**config.mk**
```make
export PLATFORM = sky130hd
export DESIGN_NAME = opsel_alu
export DESIGN_NICKNAME = d
export VERILOG_FILES = /design/src/rtl/opsel_alu_pkg.sv /design/src/rtl/alu_addsub.sv /design/src/rtl/alu_mul.sv /design/src/rtl/alu_bitwise.sv /design/src/rtl/opsel_alu.sv
export SDC_FILE = /design/constraint.sdc
export NUM_CORES = 1
export LEC_CHECK = 0
export BUFFER_PORTS_ARGS = -buffer_cell sky130_fd_sc_hd__buf_2
export CORE_UTILIZATION = 57
export CTS_CLUSTER_SIZE = 25
export DETAILED_ROUTE_END_ITERATION = 8
export PLACE_DENSITY = 0.86
export SLEW_MARGIN = 20
export SYNTH_ARGS = -nofsm -noshare
export SYNTH_HDL_FRONTEND = slang
export SYNTH_HIERARCHICAL = 1
export SYNTH_SLANG_ARGS = --single-unit
```
**constraint.sdc**
```tcl
create_clock -name clk_i -period 0.8 [get_ports clk_i]
set_input_delay 0.08 -clock clk_i [delete_from_list [all_inputs] [get_ports clk_i]]
set_output_delay 0.08 -clock clk_i [all_outputs]
set_load 0.1 [all_outputs]
```
**src/rtl/opsel_alu_pkg.sv**
```systemverilog
`timescale 1ns/1ps
package opsel_alu_pkg;
  typedef enum logic [3:0] {
    OP_CLR  = 4'h0,
    OP_ADD  = 4'h1,
    OP_SUB  = 4'h2,
    OP_MUL  = 4'h3,
    OP_INC  = 4'h4,
    OP_DEC  = 4'h5,
    OP_SHL  = 4'h6,
    OP_SHR  = 4'h7,
    OP_OR   = 4'h8,
    OP_AND  = 4'h9,
    OP_NOT  = 4'hA,
    OP_XOR  = 4'hB,
    OP_NOR  = 4'hC,
    OP_NAND = 4'hD,
    OP_XNOR = 4'hE,
    OP_SET  = 4'hF
  } alu_op_e;

  typedef struct packed {
    logic carry;
    logic ovf;
  } cv_t;

  typedef enum logic [1:0] {
    CLS_ADDER = 2'd0,
    CLS_MUL   = 2'd1,
    CLS_BITS  = 2'd2
  } op_class_e;

  function automatic op_class_e op_class(alu_op_e op);
    case (op)
      OP_ADD, OP_SUB, OP_INC, OP_DEC: return CLS_ADDER;
      OP_MUL:                         return CLS_MUL;
      default:                        return CLS_BITS;
    endcase
  endfunction
endpackage

```
**src/rtl/alu_addsub.sv**
```systemverilog
`timescale 1ns/1ps
module alu_addsub
  import opsel_alu_pkg::*;
#(
  parameter int W = 8
) (
  input  logic [W-1:0] a_i,
  input  logic [W-1:0] b_i,
  input  alu_op_e      op_i,
  output logic [W-1:0] res_o,
  output cv_t          cv_o
);
  logic [W-1:0] y_op;
  logic         cin;
  logic [W:0]   sum;
  logic         borrow_mode;

  // one adder serves add, sub, inc and dec through operand/carry-in selection
  always_comb begin
    case (op_i)
      OP_SUB:  begin y_op = ~b_i;     cin = 1'b1; end
      OP_INC:  begin y_op = '0;       cin = 1'b1; end
      OP_DEC:  begin y_op = '1;       cin = 1'b0; end
      default: begin y_op = b_i;      cin = 1'b0; end
    endcase
  end

  assign sum         = {1'b0, a_i} + {1'b0, y_op} + {{W{1'b0}}, cin};
  assign borrow_mode = (op_i == OP_SUB) || (op_i == OP_DEC);
  assign res_o       = sum[W-1:0];
  assign cv_o.carry  = borrow_mode ? ~sum[W] : sum[W];
  assign cv_o.ovf    = (a_i[W-1] == y_op[W-1]) && (sum[W-1] != a_i[W-1]);
endmodule

```
**src/rtl/alu_mul.sv**
```systemverilog
`timescale 1ns/1ps
module alu_mul #(
  parameter int W = 8
) (
  input  logic [W-1:0] a_i,
  input  logic [W-1:0] b_i,
  output logic [W-1:0] res_o,
  output logic         hi_nz_o
);
  localparam int PW = 2 * W;
  logic [PW-1:0] prod;

  assign prod    = PW'(a_i) * PW'(b_i);
  assign res_o   = prod[W-1:0];
  assign hi_nz_o = |prod[PW-1:W];
endmodule

```
**src/rtl/alu_bitwise.sv**
```systemverilog
`timescale 1ns/1ps
module alu_bitwise
  import opsel_alu_pkg::*;
#(
  parameter int W = 8
) (
  input  logic [W-1:0] a_i,
  input  logic [W-1:0] b_i,
  input  alu_op_e      op_i,
  output logic [W-1:0] res_o,
  output logic         carry_o
);
  logic [W:0] a_ext;
  assign a_ext = {1'b0, a_i};

  for (genvar i = 0; i < W; i++) begin : g_bit
    logic lo_nb, hi_nb;
    // neighbour bits for shifting, zero fill at the ends
    assign lo_nb = (i == 0) ? 1'b0 : a_ext[(i == 0) ? 0 : i-1];
    assign hi_nb = a_ext[i+1];
    always_comb begin
      case (op_i)
        OP_SHL:  res_o[i] = lo_nb;
        OP_SHR:  res_o[i] = hi_nb;
        OP_OR:   res_o[i] = a_i[i] | b_i[i];
        OP_AND:  res_o[i] = a_i[i] & b_i[i];
        OP_NOT:  res_o[i] = ~a_i[i];
        OP_XOR:  res_o[i] = a_i[i] ^ b_i[i];
        OP_NOR:  res_o[i] = ~(a_i[i] | b_i[i]);
        OP_NAND: res_o[i] = ~(a_i[i] & b_i[i]);
        OP_XNOR: res_o[i] = ~(a_i[i] ^ b_i[i]);
        OP_SET:  res_o[i] = 1'b1;
        default: res_o[i] = 1'b0;
      endcase
    end
  end

  always_comb begin
    case (op_i)
      OP_SHL:  carry_o = a_i[W-1];
      OP_SHR:  carry_o = a_i[0];
      default: carry_o = 1'b0;
    endcase
  end
endmodule

```
**src/rtl/opsel_alu.sv**
```systemverilog
`timescale 1ns/1ps
module opsel_alu
  import opsel_alu_pkg::*;
#(
  parameter int W = 8
) (
  input  logic         clk_i,
  input  logic         rst_ni,
  input  logic [W-1:0] a_i,
  input  logic [W-1:0] b_i,
  input  logic [3:0]   op_i,
  input  logic         load_i,
  output logic [W-1:0] result_o,
  output logic         carry_o,
  output logic         ovf_o,
  output logic         sign_o,
  output logic         zero_o
);
  alu_op_e      op;
  logic [W-1:0] as_res, mul_res, bit_res, nxt_res;
  cv_t          as_cv, nxt_cv;
  logic         mul_hi_nz, bit_carry;

  assign op = alu_op_e'(op_i);

  alu_addsub #(.W(W)) u_addsub (
    .a_i(a_i), .b_i(b_i), .op_i(op), .res_o(as_res), .cv_o(as_cv)
  );

  alu_mul #(.W(W)) u_mul (
    .a_i(a_i), .b_i(b_i), .res_o(mul_res), .hi_nz_o(mul_hi_nz)
  );

  alu_bitwise #(.W(W)) u_bits (
    .a_i(a_i), .b_i(b_i), .op_i(op), .res_o(bit_res), .carry_o(bit_carry)
  );

  always_comb begin
    case (op_class(op))
      CLS_ADDER: begin nxt_res = as_res;  nxt_cv = as_cv; end
      CLS_MUL:   begin nxt_res = mul_res; nxt_cv = '{carry: mul_hi_nz, ovf: 1'b0}; end
      default:   begin nxt_res = bit_res; nxt_cv = '{carry: bit_carry, ovf: 1'b0}; end
    endcase
  end

  always_ff @(posedge clk_i or negedge rst_ni) begin
    if (!rst_ni) begin
      result_o <= '0;
      carry_o  <= 1'b0;
      ovf_o    <= 1'b0;
      sign_o   <= 1'b0;
      zero_o   <= 1'b0;
    end else if (load_i) begin
      result_o <= nxt_res;
      carry_o  <= nxt_cv.carry;
      ovf_o    <= nxt_cv.ovf;
      sign_o   <= nxt_res[W-1];
      zero_o   <= (nxt_res == '0);
    end
  end

  assert_hold_R2: assert property (@(posedge clk_i) disable iff (!rst_ni)
    !load_i |=> $stable(result_o) && $stable(carry_o) && $stable(ovf_o)
                && $stable(sign_o) && $stable(zero_o));

  assert_zero_flag_R10: assert property (@(posedge clk_i) disable iff (!rst_ni)
    load_i |=> zero_o == (result_o == '0));

  assert_sign_flag_R10: assert property (@(posedge clk_i) disable iff (!rst_ni)
    load_i |=> sign_o == result_o[W-1]);

  assert_logic_clears_cv_R8: assert property (@(posedge clk_i) disable iff (!rst_ni)
    load_i && op_i[3] && op_i != 4'hF |=> !carry_o && !ovf_o);

  assert_const_codes_R9: assert property (@(posedge clk_i) disable iff (!rst_ni)
    load_i && (op_i == 4'h0 || op_i == 4'hF)
      |=> (result_o == (op_i == 4'h0 ? '0 : '1) || result_o == $past(op_i == 4'h0 ? {W{1'b0}} : {W{1'b1}}))
          && !carry_o && !ovf_o);

  assert_mul_no_ovf_R5: assert property (@(posedge clk_i) disable iff (!rst_ni)
    load_i && op_i == 4'h3 |=> !ovf_o);
endmodule

```
==> results of run 1 <==
-- per-stage QoR --
step	worst slack, ps	cell area [µm²]	std cells	hold WS [ps]
after floorplan	-3250	4860	569	-216
after global placement	-3610	6050	801	-43.5
after detailed placement	-3810	6050	801	-35.3
after CTS	-3420	6560	818	248
-- what timing repair did --
action,4_1_cts
pin swaps,36
endpoints found under the hold margin,11
endpoints found under the setup margin,23
gates resized for setup,84
hold buffers,1
buffers inserted,12
gates cloned,0
-- metal layers --
metal / GRT usage / GRT overflow
met1: 0.686 / 1
met2: 0.924 / 40
met3: 0.426 / 0
met4: 0.833 / 58
met5: 0.0192 / 0
-- cells by family after synthesis --
logic type                 count (synthesis)  share of synthesized area
adders and majority gates                 97                      0.328
xor gates and xnor gates                  11                     0.0211
buffers and inverters                    102                      0.103
DFF                                       11                     0.0603
AOI/OAI and AO/OA                        143                      0.228
and+or+nand+nor                          193                      0.232
muxes                                     12                     0.0280
==> impl_metrics.tcl, run 1 <==
set metrics [dict create \
    first-error "[ERROR GRT-0232] Routing congestion too high. Check the congestion heatmap in the GUI." \
    synth_seq_area_share 0.0603 \
    cts-buffers-inserted 3 \
    syn_area_um2 4560 \
    port_buffers 34 \
    cts_buffer_depth 2 \
    clock_sinks 11 \
    grt_repair_worst_endpoint "carry_o$_DFFE_PN0P_/D" \
    grt_usage 0.700 \
    synth-seq-cells 11 \
    synth_nets 689 \
    cts_max_level 1 \
    lastStage "5_1_grt" \
    status "stopped before the end" \
    cts.root.buffer_cell "clkbuf_8" \
    grt_overflow 99 \
    yosys.area.top_type "fa_1" \
    rows 32 \
    synthTopCellsByArea "fa_1 (17%), ha_1 (16%), inv_1 (6.5%)" \
    grt_max_degree 40 \
    async_flop_share 1.00 \
    synth-edff-count 0 \
    synth_top_area_frac 0.167 \
    yosysMostFrequentCell "inv_1" \
    die_h_um 91.5 \
    synth_ff_type "dfrtp_1" \
    dp_hpwl_um 13200 \
    design.portCount 35 \
    syn_inst 569 \
    yosys-top-cells-count "inv_1 (79), ha_1 (59), nand2_1 (58)" \
    die_w_um 91.5 \
    yosysUniqueCellTypes 79 \
    syn_avg_cell_area_um2 8.02 \
    worst-ep-kind "register input" \
    initial_core_util 0.591 \
    ys_warn_count 6 \
    gp_congestion 0.985 \
]
==> run 2, diff against run 1 <==
CORE_UTILIZATION = 40   (was 57)
CTS_CLUSTER_SIZE = unset   (was 25)
PLACE_DENSITY = unset   (was 0.86)
PLACE_DENSITY_LB_ADDON = 0.15   (was unset)
clock period = 1.04 ns   (was 0.8 ns; I/O delays follow)
==> run 2 against run 1 <==
Effect of this change:
- the flow now finishes, with violations (negative setup slack)
- synthesized cell count stayed put
- area after synthesis unchanged
==> impl_metrics.tcl, run 2 <==
set metrics [dict create \
    cp_cell_sequence "buf_6 -> nand2_8 -> fa_1 -> fa_1 -> fa_1 -> fa_1 -> inv_2 -> ha_4 -> nand2b_4 -> o2111a_1 -> o2111ai_2 -> a2111oi_2 -> nand4_1 -> or4b_4 -> a22oi_2 -> a31oi_1" \
    die_h_um 109 \
    synth_nets 689 \
    cp_max_fo 8 \
    cts.root.buffer_cell "clkbuf_16" \
    power-per-cell-area_nw_per_um2 1550 \
    cts_tree "yes" \
    grt_pass1_wl_um 23200 \
    synthTopCellsByArea "fa_1 (17%), ha_1 (16%), inv_1 (6.5%)" \
    ys_warn_count 6 \
    crit_slowest_cell "fa_1" \
    yosysUniqueCellTypes 79 \
    syn_avg_cell_area_um2 8.02 \
    pre_cts_ws_ps -3590 \
    period_share 3.99 \
    synth_top_area_frac 0.167 \
    fmax_mhz 241 \
    syn_area_um2 4560 \
    max-vdd-ir-drop_uv 979 \
    drt-vias-per-instance 5.38 \
    final_common_cell "buf_4" \
    synth-seq-cells 11 \
    wl_per_cell_um 16.3 \
    p_leak_nw 3.22 \
    async_flop_share 1.00 \
    area_growth_pct 47.5 \
    rsz0062_at_grt "true" \
    drt_pass1_iterations 4 \
    slew_headroom 0.597 \
    ant_nets 0 \
    drv_cap 0 \
    max_stage_delay_ps 580 \
    grt_usage 0.248 \
    status "finished, violations left" \
    setup_viol 11 \
    violations "negative setup slack" \
    routed_wl_um 14100 \
    initial_core_util 0.416 \
    grt_overflow 0 \
    dp_hpwl_um 11400 \
    cts-buffers-inserted 3 \
    grt_max_degree 47 \
    clock_sinks 11 \
    port_buffers 34 \
    gp_congestion 0.893 \
    n_antenna_cell 0 \
    critPathMostFrequentCell "fa_1" \
    worst_pin_slew_ps 600 \
    crit_arrival_ps 4260 \
    synth_seq_area_share 0.0603 \
    top_register "result_o" \
    clkTransAtPathRegs_ps 40 \
    die_area_um2 11800 \
    critPathCaptureType "register" \
    clock_skew_ps 0 \
    fin_nets 846 \
    yosys.area.top_type "fa_1" \
    drc 0 \
    fillers 953 \
    core-area_um2 11000 \
    grt_pass1_vias 4770 \
    synth-edff-count 0 \
    crit_required_ps 1150 \
    period_minus_slack_ps 4150 \
    hold_ws_ps 292 \
    rows 38 \
    die_w_um 109 \
    hold_viol 0 \
    largest_reg_flops 8 \
    synth_ff_type "dfrtp_1" \
    cts_max_level 1 \
    worst-setup-path-type "in2reg" \
    cts_buffer_depth 2 \
    drv_slew 0 \
    drt-initial-drc-count 278 \
    drive_gt1_frac 0.389 \
    final_cell_mix "buf_4 (122), inv_1 (67), nand2_1 (49), ha_1 (46), fa_1 (31)" \
    yosys-top-cells-count "inv_1 (79), ha_1 (59), nand2_1 (58)" \
    insertion_delay_ps 230 \
    hp-class "in2async" \
    yosysMostFrequentCell "inv_1" \
    antenna_found_initial 0 \
    start_kind "primary input" \
    syn_inst 569 \
    post-route-worst-setup-slack_ps -3110 \
    design.portCount 35 \
    routed-via-count 4658 \
]
-- run 2: path summary, 6_finish.rpt --
path	startpoint	end	slack (ps)	cells after the start
max in group asynchronous	rst_ni	result_o[7]	500	2
worst min register to register	result_o[4]	result_o[4]	550	1
worst max register to register	result_o[7]	result_o[7]	270	2
worst min-delay path	rst_ni	result_o[2]	290	2
worst max-delay path	a_i[6]	carry_o	-3110	16
min in group clk_i	load_i	result_o[7]	320	3
-- run 2: stage by stage --
stage                     cell area [µm²]  std cells  power [mW]  setup TNS [ps]  utilization
after floorplan                      4840        569        5.89          -19260            -
after global placement               6180        851        8.58          -26550        0.563
after global routing                 6730        865        11.3          -23440        0.613
final                                6730        865        10.4          -22180        0.613
after CTS                            6620        861        10.1          -22120        0.603
after detailed placement             6180        851        8.68          -27070        0.563
-- run 2: what timing repair did --
action | in CTS | in global routing
buffers inserted | 5 | 4
setup endpoints to repair | 11 | 13
hold endpoints to repair | 11 | 0
pin swaps | 21 | 10
gates resized for setup | 80 | 16
hold buffers | 1 | 0
-- run 2: power breakdown --
group	total (mW)	internal [mW]	switching, mW
clock network	0.700	0.515	0.186
registers	0.581	0.500	0.0806
logic	9.13	4.73	4.40
total	10.4	5.74	4.67
-- run 2: logic make-up after synthesis --
kind of cell / synth area share
xor+xnor: 0.0211
flops: 0.0603
mux: 0.0280
simple gates: 0.232
fa+ha+maj: 0.328
compound gates: 0.228
buf+inv: 0.103
-- run 2: area by class of cell --
class,instances,area [µm²],area share
Tap cell,140,175,0.0260
Clock buffer,4,78.8,0.0117
Sequential cell,11,279,0.0415
Timing Repair Buffer,173,1600,0.237
Multi-Input combinational cell,456,4300,0.639
Inverter,81,304,0.0452
-- run 2: worst max-delay path: cells and delay by family --
| family | cells | cell delay (ps) |
|---|---|---|
| AND/OR/NAND/NOR | 4 | 810 |
| buffers and inverters | 2 | 170 |
| AO/OA/AOI/OAI | 5 | 890 |
| adder cells (fa/ha/maj) | 5 | 2280 |
-- run 2: metal layers --
metal,wire length (µm),part of all wire,global-route usage,vias to the layer above
met2,6810,0.48,0.435,98
met5,0,0,0,-
met3,610,0.043,0.0173,8
met4,80,0.0057,0.0183,0
met1,6600,0.47,0.345,2259
li1,-,-,-,2293
Power figures use the tool's default switching activity.
